===== src/rtl/frr_pkg.sv =====
package frr_pkg;

  typedef enum logic [2:0] {
    CS_READ         = 3'd0,
    CS_ERASE_SETUP  = 3'd1,
    CS_AUTOSEL      = 3'd2,
    CS_PROGRAM      = 3'd3,
    CS_CHIP_ERASE   = 3'd4,
    CS_SECTOR_ERASE = 3'd5,
    CS_QUERY        = 3'd6
  } cmd_state_e;

  typedef enum logic [2:0] {
    SRC_ARRAY  = 3'd0,
    SRC_ID     = 3'd1,
    SRC_ZERO   = 3'd2,
    SRC_STATUS = 3'd3,
    SRC_QUERY  = 3'd4
  } rd_src_e;

  localparam logic [7:0] IDX_MFR  = 8'h00;
  localparam logic [7:0] IDX_DEV  = 8'h01;
  localparam logic [7:0] IDX_PROT = 8'h02;
  localparam logic [7:0] IDX_EXT2 = 8'h0E;
  localparam logic [7:0] IDX_EXT3 = 8'h0F;

  localparam logic [7:0] TOGGLE_MASK = 8'h40;

endpackage


===== src/rtl/frr_offset.sv =====
module frr_offset #(
  parameter int BUS_BYTES = 2,
  parameter int ADDR_W    = 16
) (
  input  logic [ADDR_W-1:0] rd_addr,
  output logic [7:0]        word_idx,
  output logic [ADDR_W-1:0] word_addr
);
  localparam int SH = (BUS_BYTES > 1) ? $clog2(BUS_BYTES) : 0;

  // Lookup index: low byte of the address in units of bus words
  assign word_idx = rd_addr[7:0] >> SH;

  generate
    if (SH == 0) begin : g_byte
      assign word_addr = rd_addr;
    end else begin : g_wide
      assign word_addr = {rd_addr[ADDR_W-1:SH], {SH{1'b0}}};
    end
  endgenerate

endmodule


===== src/rtl/frr_lane_order.sv =====
module frr_lane_order #(
  parameter int BUS_BYTES = 2
) (
  input  logic [8*BUS_BYTES-1:0] lanes,
  input  logic                   big_endian,
  output logic [8*BUS_BYTES-1:0] word
);
  logic [8*BUS_BYTES-1:0] le_word;
  logic [8*BUS_BYTES-1:0] be_word;

  // Lane i is the byte at base+i; place it by byte order
  generate
    for (genvar i = 0; i < BUS_BYTES; i++) begin : g_lane
      assign le_word[8*i +: 8]               = lanes[8*i +: 8];
      assign be_word[8*(BUS_BYTES-1-i) +: 8] = lanes[8*i +: 8];
    end
  endgenerate

  assign word = big_endian ? be_word : le_word;

endmodule


===== src/rtl/frr_decode.sv =====
module frr_decode
  import frr_pkg::*;
#(
  parameter logic [7:0] QRY_LEN = 8'h52
) (
  input  logic [2:0]  cmd_state,
  input  logic [7:0]  word_idx,
  input  logic [15:0] id_mfr,
  input  logic [15:0] id_dev,
  input  logic [15:0] id_ext2,
  input  logic [15:0] id_ext3,
  output rd_src_e     src,
  output logic [15:0] id_val,
  output logic        unknown
);

  always_comb begin
    src     = SRC_ARRAY;
    id_val  = 16'h0000;
    unknown = 1'b0;
    case (cmd_state)
      CS_READ, CS_ERASE_SETUP: src = SRC_ARRAY;
      CS_AUTOSEL: begin
        case (word_idx)
          IDX_MFR: begin
            src    = SRC_ID;
            id_val = id_mfr;
          end
          IDX_DEV: begin
            src    = SRC_ID;
            id_val = id_dev;
          end
          IDX_PROT: src = SRC_ZERO;
          IDX_EXT2: begin
            if (id_ext2[7:0] != 8'hFF) begin
              src    = SRC_ID;
              id_val = id_ext2;
            end
          end
          IDX_EXT3: begin
            if (id_ext3[7:0] != 8'hFF) begin
              src    = SRC_ID;
              id_val = id_ext3;
            end
          end
          default: src = SRC_ARRAY;
        endcase
      end
      CS_PROGRAM, CS_CHIP_ERASE, CS_SECTOR_ERASE: src = SRC_STATUS;
      CS_QUERY: src = (word_idx > QRY_LEN) ? SRC_ZERO : SRC_QUERY;
      default: begin
        src     = SRC_ARRAY;
        unknown = 1'b1;
      end
    endcase
  end

endmodule


===== src/rtl/frr_status.sv =====
module frr_status
  import frr_pkg::*;
(
  input  logic       clk,
  input  logic       rst,
  input  logic       load,
  input  logic [7:0] load_val,
  input  logic       read_hit,
  output logic [7:0] status_q
);

  always_ff @(posedge clk) begin
    if (rst) begin
      status_q <= 8'h00;
    end else if (load) begin
      status_q <= load_val;
    end else if (read_hit) begin
      status_q <= status_q ^ TOGGLE_MASK;
    end
  end

  // a status read without a load flips only bit 6
  p_toggle_r7: assert property (@(posedge clk) disable iff (rst)
    (read_hit && !load) |=> ((status_q ^ $past(status_q)) == TOGGLE_MASK));

  // no read and no load keeps the status
  p_hold_r7: assert property (@(posedge clk) disable iff (rst)
    (!read_hit && !load) |=> $stable(status_q));

  // a load wins over a simultaneous toggle
  p_load_r8: assert property (@(posedge clk) disable iff (rst)
    load |=> (status_q == $past(load_val)));

endmodule


===== src/rtl/flash_read_resp.sv =====
module flash_read_resp
  import frr_pkg::*;
#(
  parameter int         BUS_BYTES = 2,
  parameter int         ADDR_W    = 16,
  parameter logic [7:0] QRY_LEN   = 8'h52
) (
  input  logic                   clk,
  input  logic                   rst,
  input  logic                   rd_en,
  input  logic [ADDR_W-1:0]      rd_addr,
  input  logic [2:0]             cmd_state,
  input  logic                   big_endian,
  input  logic [15:0]            id_mfr,
  input  logic [15:0]            id_dev,
  input  logic [15:0]            id_ext2,
  input  logic [15:0]            id_ext3,
  input  logic                   st_load,
  input  logic [7:0]             st_load_val,
  output logic [ADDR_W-1:0]      arr_addr,
  input  logic [8*BUS_BYTES-1:0] arr_bytes,
  output logic [7:0]             qry_addr,
  input  logic [7:0]             qry_data,
  output logic [8*BUS_BYTES-1:0] rd_data,
  output logic                   rd_valid,
  output logic                   seq_reset_req
);
  localparam int DW = 8 * BUS_BYTES;

  logic [7:0]    word_idx;
  logic [DW-1:0] array_word;
  rd_src_e       src;
  logic [15:0]   id_val;
  logic          unknown;
  logic [7:0]    status_q;
  logic          status_read;
  logic [31:0]   id_pad;
  logic [31:0]   st_pad;
  logic [31:0]   qry_pad;
  logic [DW-1:0] next_data;

  frr_offset #(.BUS_BYTES(BUS_BYTES), .ADDR_W(ADDR_W)) u_offset (
    .rd_addr  (rd_addr),
    .word_idx (word_idx),
    .word_addr(arr_addr)
  );

  frr_lane_order #(.BUS_BYTES(BUS_BYTES)) u_lanes (
    .lanes     (arr_bytes),
    .big_endian(big_endian),
    .word      (array_word)
  );

  frr_decode #(.QRY_LEN(QRY_LEN)) u_decode (
    .cmd_state(cmd_state),
    .word_idx (word_idx),
    .id_mfr   (id_mfr),
    .id_dev   (id_dev),
    .id_ext2  (id_ext2),
    .id_ext3  (id_ext3),
    .src      (src),
    .id_val   (id_val),
    .unknown  (unknown)
  );

  assign status_read = rd_en && (src == SRC_STATUS);

  frr_status u_status (
    .clk     (clk),
    .rst     (rst),
    .load    (st_load),
    .load_val(st_load_val),
    .read_hit(status_read),
    .status_q(status_q)
  );

  assign qry_addr = word_idx;
  assign id_pad   = {16'h0000, id_val};
  assign st_pad   = {24'h000000, status_q};
  assign qry_pad  = {24'h000000, qry_data};

  always_comb begin
    case (src)
      SRC_ID:     next_data = id_pad[DW-1:0];
      SRC_ZERO:   next_data = '0;
      SRC_STATUS: next_data = st_pad[DW-1:0];
      SRC_QUERY:  next_data = qry_pad[DW-1:0];
      default:    next_data = array_word;
    endcase
  end

  always_ff @(posedge clk) begin
    if (rst) begin
      rd_data       <= '0;
      rd_valid      <= 1'b0;
      seq_reset_req <= 1'b0;
    end else begin
      rd_valid      <= rd_en;
      seq_reset_req <= rd_en && unknown;
      if (rd_en) begin
        rd_data <= next_data;
      end
    end
  end

  // data follows the strobe by one cycle
  p_latency_r1: assert property (@(posedge clk) disable iff (rst)
    rd_en |=> rd_valid);

  // without a strobe the output holds
  p_idle_r1: assert property (@(posedge clk) disable iff (rst)
    !rd_en |=> (!rd_valid && $stable(rd_data)));

  // protection index reads as zero
  p_prot_r5: assert property (@(posedge clk) disable iff (rst)
    (rd_en && cmd_state == CS_AUTOSEL && word_idx == IDX_PROT) |=> (rd_data == '0));

  // status reads return the pre-toggle status byte
  p_status_r7: assert property (@(posedge clk) disable iff (rst)
    (rd_en && (cmd_state == CS_PROGRAM || cmd_state == CS_CHIP_ERASE ||
               cmd_state == CS_SECTOR_ERASE))
    |=> (rd_data == DW'($past(status_q))));

  // indices past the table read as zero
  p_qry_zero_r9: assert property (@(posedge clk) disable iff (rst)
    (rd_en && cmd_state == CS_QUERY && word_idx > QRY_LEN) |=> (rd_data == '0));

  // an unrecognised code raises the reset request
  p_unknown_r10: assert property (@(posedge clk) disable iff (rst)
    (rd_en && cmd_state == 3'd7) |=> seq_reset_req);

  // the request only accompanies valid data
  p_req_valid_r10: assert property (@(posedge clk) disable iff (rst)
    seq_reset_req |-> rd_valid);

  // outputs are cleared after reset
  p_reset_r11: assert property (@(posedge clk)
    rst |=> (!rd_valid && !seq_reset_req && rd_data == '0));

endmodule


===== config.mk =====
export PLATFORM = sky130hd
export DESIGN_NAME = flash_read_resp
export DESIGN_NICKNAME = d
export VERILOG_FILES = /design/src/rtl/frr_pkg.sv /design/src/rtl/frr_offset.sv /design/src/rtl/frr_lane_order.sv /design/src/rtl/frr_decode.sv /design/src/rtl/frr_status.sv /design/src/rtl/flash_read_resp.sv
export SDC_FILE = /design/constraint.sdc
export NUM_CORES = 1
export LEC_CHECK = 0
export ABC_AREA = 1
export BUFFER_PORTS_ARGS = -buffer_cell sky130_fd_sc_hd__buf_2
export CAP_MARGIN = 20
export CORE_ASPECT_RATIO = 0.5
export CORE_MARGIN = 8
export CORE_UTILIZATION = 42
export CTS_CLUSTER_DIAMETER = 200
export DETAILED_ROUTE_END_ITERATION = 7
export PLACE_DENSITY = 0.81
export SETUP_SLACK_MARGIN = 0.4
export SLEW_MARGIN = 20
export SYNTH_ARGS = -nofsm -noshare
export SYNTH_HDL_FRONTEND = slang
export SYNTH_SLANG_ARGS = --single-unit

===== constraint.sdc =====
create_clock -name clk -period 1.9 [get_ports clk]
set_clock_uncertainty 0.2 [all_clocks]
set_input_delay 0.19 -clock clk [delete_from_list [all_inputs] [get_ports clk]]
set_output_delay 0.19 -clock clk [all_outputs]
set_load 0.02 [all_outputs]

==> impl_metrics.tcl <==
set metrics [dict create \
    syn_avg_cell_area_um2 5.74 \
    slowest_delay_ns 0.18 \
    cp-start-kind "input port" \
    globalplace.congestion 0.913 \
    routed.top_layer "met4" \
    final_cell_area_um2 3380 \
    cp.arrival_ns 1.48 \
    wl_met1_um 3580 \
    via_per_inst 5.10 \
    synth_seq_cells 26 \
    p_leak_nw 1.73 \
    finalNetCount 667 \
    core_area_um2 5470 \
    rows 19 \
    antenna_left 0 \
    synth.area.top_cells "dfxtp_1 (22%), nand2_1 (21%), nand3_1 (8.0%)" \
    routed_wl_um 8830 \
    clk_pin_slew_ns 0.06 \
    fillers 527 \
    wl_met2_um 4520 \
    cts_buffer_depth 2 \
    rsz0062_at_grt "true" \
    yosys.area.top_type "dfxtp_1" \
    slew_violations 0 \
    maxCapViolations 0 \
    timing.critical_path.fanout_max 7 \
    numPlacedInstances 602 \
    grt_pass1_vias 2946 \
    grt_max_degree 33 \
    status "finished, final reports clean" \
    yosys_warnings 0 \
    port_buffers 142 \
    setup_tns_ns 0 \
    end_kind "register" \
    clock.fmax_mhz 649 \
    syn2layout_area_growth_pct 43.1 \
    htreeDepth 1 \
    final.setup.worst_slack_ns 0.360 \
    drt_first_pass_iters 5 \
    fin_cells 618 \
    chipHeight_um 69.1 \
    drtIter0Drc 242 \
    multiInputGateArea_um2 1580 \
    worst_ir_drop_vdd_uv 289 \
    die_w_um 122 \
    critPathTopFamily "simple AND/OR/NAND/NOR gates" \
    cp.required_ns 1.84 \
    layout_common_cells "buf_2 (136), nand2_1 (123), nand3_1 (37), nor2_1 (29), a21oi_1 (29)" \
    start_util_pct 43.2 \
    clock_latency_ns 0.26 \
    seq_area_um2 520 \
    period_minus_slack_ns 1.54 \
    antenna_found_initial 0 \
    netlist_instances 412 \
    yosys.area.top_type_share_pct 22.0 \
    hold_viol 0 \
    final_common_cell "buf_2" \
    wl_per_cell_um 14.3 \
    post_dp_cell_area_um2 3070 \
    insertedDiodeCount 0 \
    cp_cell_sequence "buf_4 -> inv_2 -> nor2_4 -> nand2_2 -> nor2_4 -> nand2_1 -> nand2_1 -> nor2_1 -> nor2_2 -> nand2_2 -> buf_2 -> nand4_1 -> nand2_1 -> nand2_1 -> a21oi_1" \
    setup_viol 0 \
    power.density_nw_per_um2 474 \
    hp-class "in2reg" \
    cts_buffers 3 \
    crit_path_frequent_cell "nand2_1" \
    yosysSeqAreaShare_pct 22.0 \
    num_vias 3154 \
    fin_crit_sh_pct 81.1 \
    grt_pass1_wl_um 13400 \
    root_buffer "clkbuf_16" \
    grt_usage_pct 18.9 \
    netlist_area_um2 2360 \
    dp_slack_ns 0.0932 \
    drc 0 \
    synth_cell_types 24 \
    overflow 0 \
    cts_sinks 26 \
    wl_met3_um 599 \
    place_hpwl_um 6980 \
    dieArea_um2 8430 \
    cts_tree "built" \
    io_pins 162 \
    drive_above_1_share_pct 39.1 \
    slowest_stage "buf_2" \
    cp_num_buf_inv 3 \
    crit_type "in2reg" \
]
[what timing repair did]
| action | in CTS | in global routing |
|---|---|---|
| hold buffers | 7 | 0 |
| buffers inserted | 1 | 4 |
| hold endpoints to repair | 7 | 0 |
| pin swaps | 7 | 28 |
| resized for setup | 6 | 37 |
| endpoints found under the setup margin | 9 | 16 |
| gates cloned | 0 | 1 |
[cells in the mapped netlist (all sizes together)]
cell / number
nand2: 137
nor2: 45
nand3: 38
a21oi: 34
buf: 33
o21ai: 28
dfxtp: 26
nand4: 26
inv: 25
clkbuf: 9
a22o: 3
clkinv: 2
conb: 1
nand3b: 1
nor3: 1
nor4: 1
o21bai: 1
xnor2: 1
[registers in the layout (all words and copies together), names as in the netlist]
register	cells
u_status.status_q	8
rd_valid	1
seq_reset_req	1
rd_data	16
[logic make-up (layout without fill, tap and decap cells)]
group,Yosys count,in the layout,synth area share (%)
xor gates and xnor gates,1,1,0.370
buffers and inverters,69,201,15.6
DFF,26,26,22.0
AOI/OAI and AO/OA,66,66,14.6
other,1,2,0.159
and+or+nand+nor,249,249,47.3
[power breakdown]
part	leakage [nW]	switching [mW]	internal, mW	total [mW]
Combinational	1.48	0.318	0.232	0.550
Sequential	0.214	0.0174	0.581	0.598
Clock	0.0370	0.178	0.279	0.457
[final cells by class]
type,instances,share of cell area [%]
timing repair buffer,171,30.0
inverter,27,2.99
multi-input combinational,318,46.7
tap,73,2.70
clock buffer,3,2.22
sequential,26,15.4
[metal layers]
layer  up-vias  track usage [%]
met4         0             4.69
li1       1607                -
met1      1420             23.6
met2       113             32.6
met3        14             3.41
met5         -                0
[through the flow]
stage	hold slack [ns]	power (mW)	util, %
floorplan	0.0591	0.921	-
global placement	0.180	1.09	56.2
detailed placement	0.180	1.10	56.2
CTS	0.0180	1.57	59.3
global route	0.0582	1.69	61.9
finish	0.00938	1.60	61.9
[path summary, 6_finish.rpt]
kind | depth (start not counted) | slack (ns) | endpoint | from
min reg2reg | 2 | 0.27 | rd_data[4]$_SDFFE_PP0P_ | rd_data[4]$_SDFFE_PP0P_
min | 3 | 0.009 | u_status.status_q[6]$_SDFFE_PP0P_ | st_load_val[6]
max reg2reg | 6 | 0.73 | rd_data[3]$_SDFFE_PP0P_ | u_status.status_q[3]$_SDFFE_PP0P_
max | 15 | 0.36 | rd_data[0]$_SDFFE_PP0P_ | rd_addr[2]
[tightest hold or removal path, stage by stage]
cell	delay (ns)
buf_2	0.07
o21ai_0	0.07
a21oi_1	0.10
(Power assumes the default switching activity.)
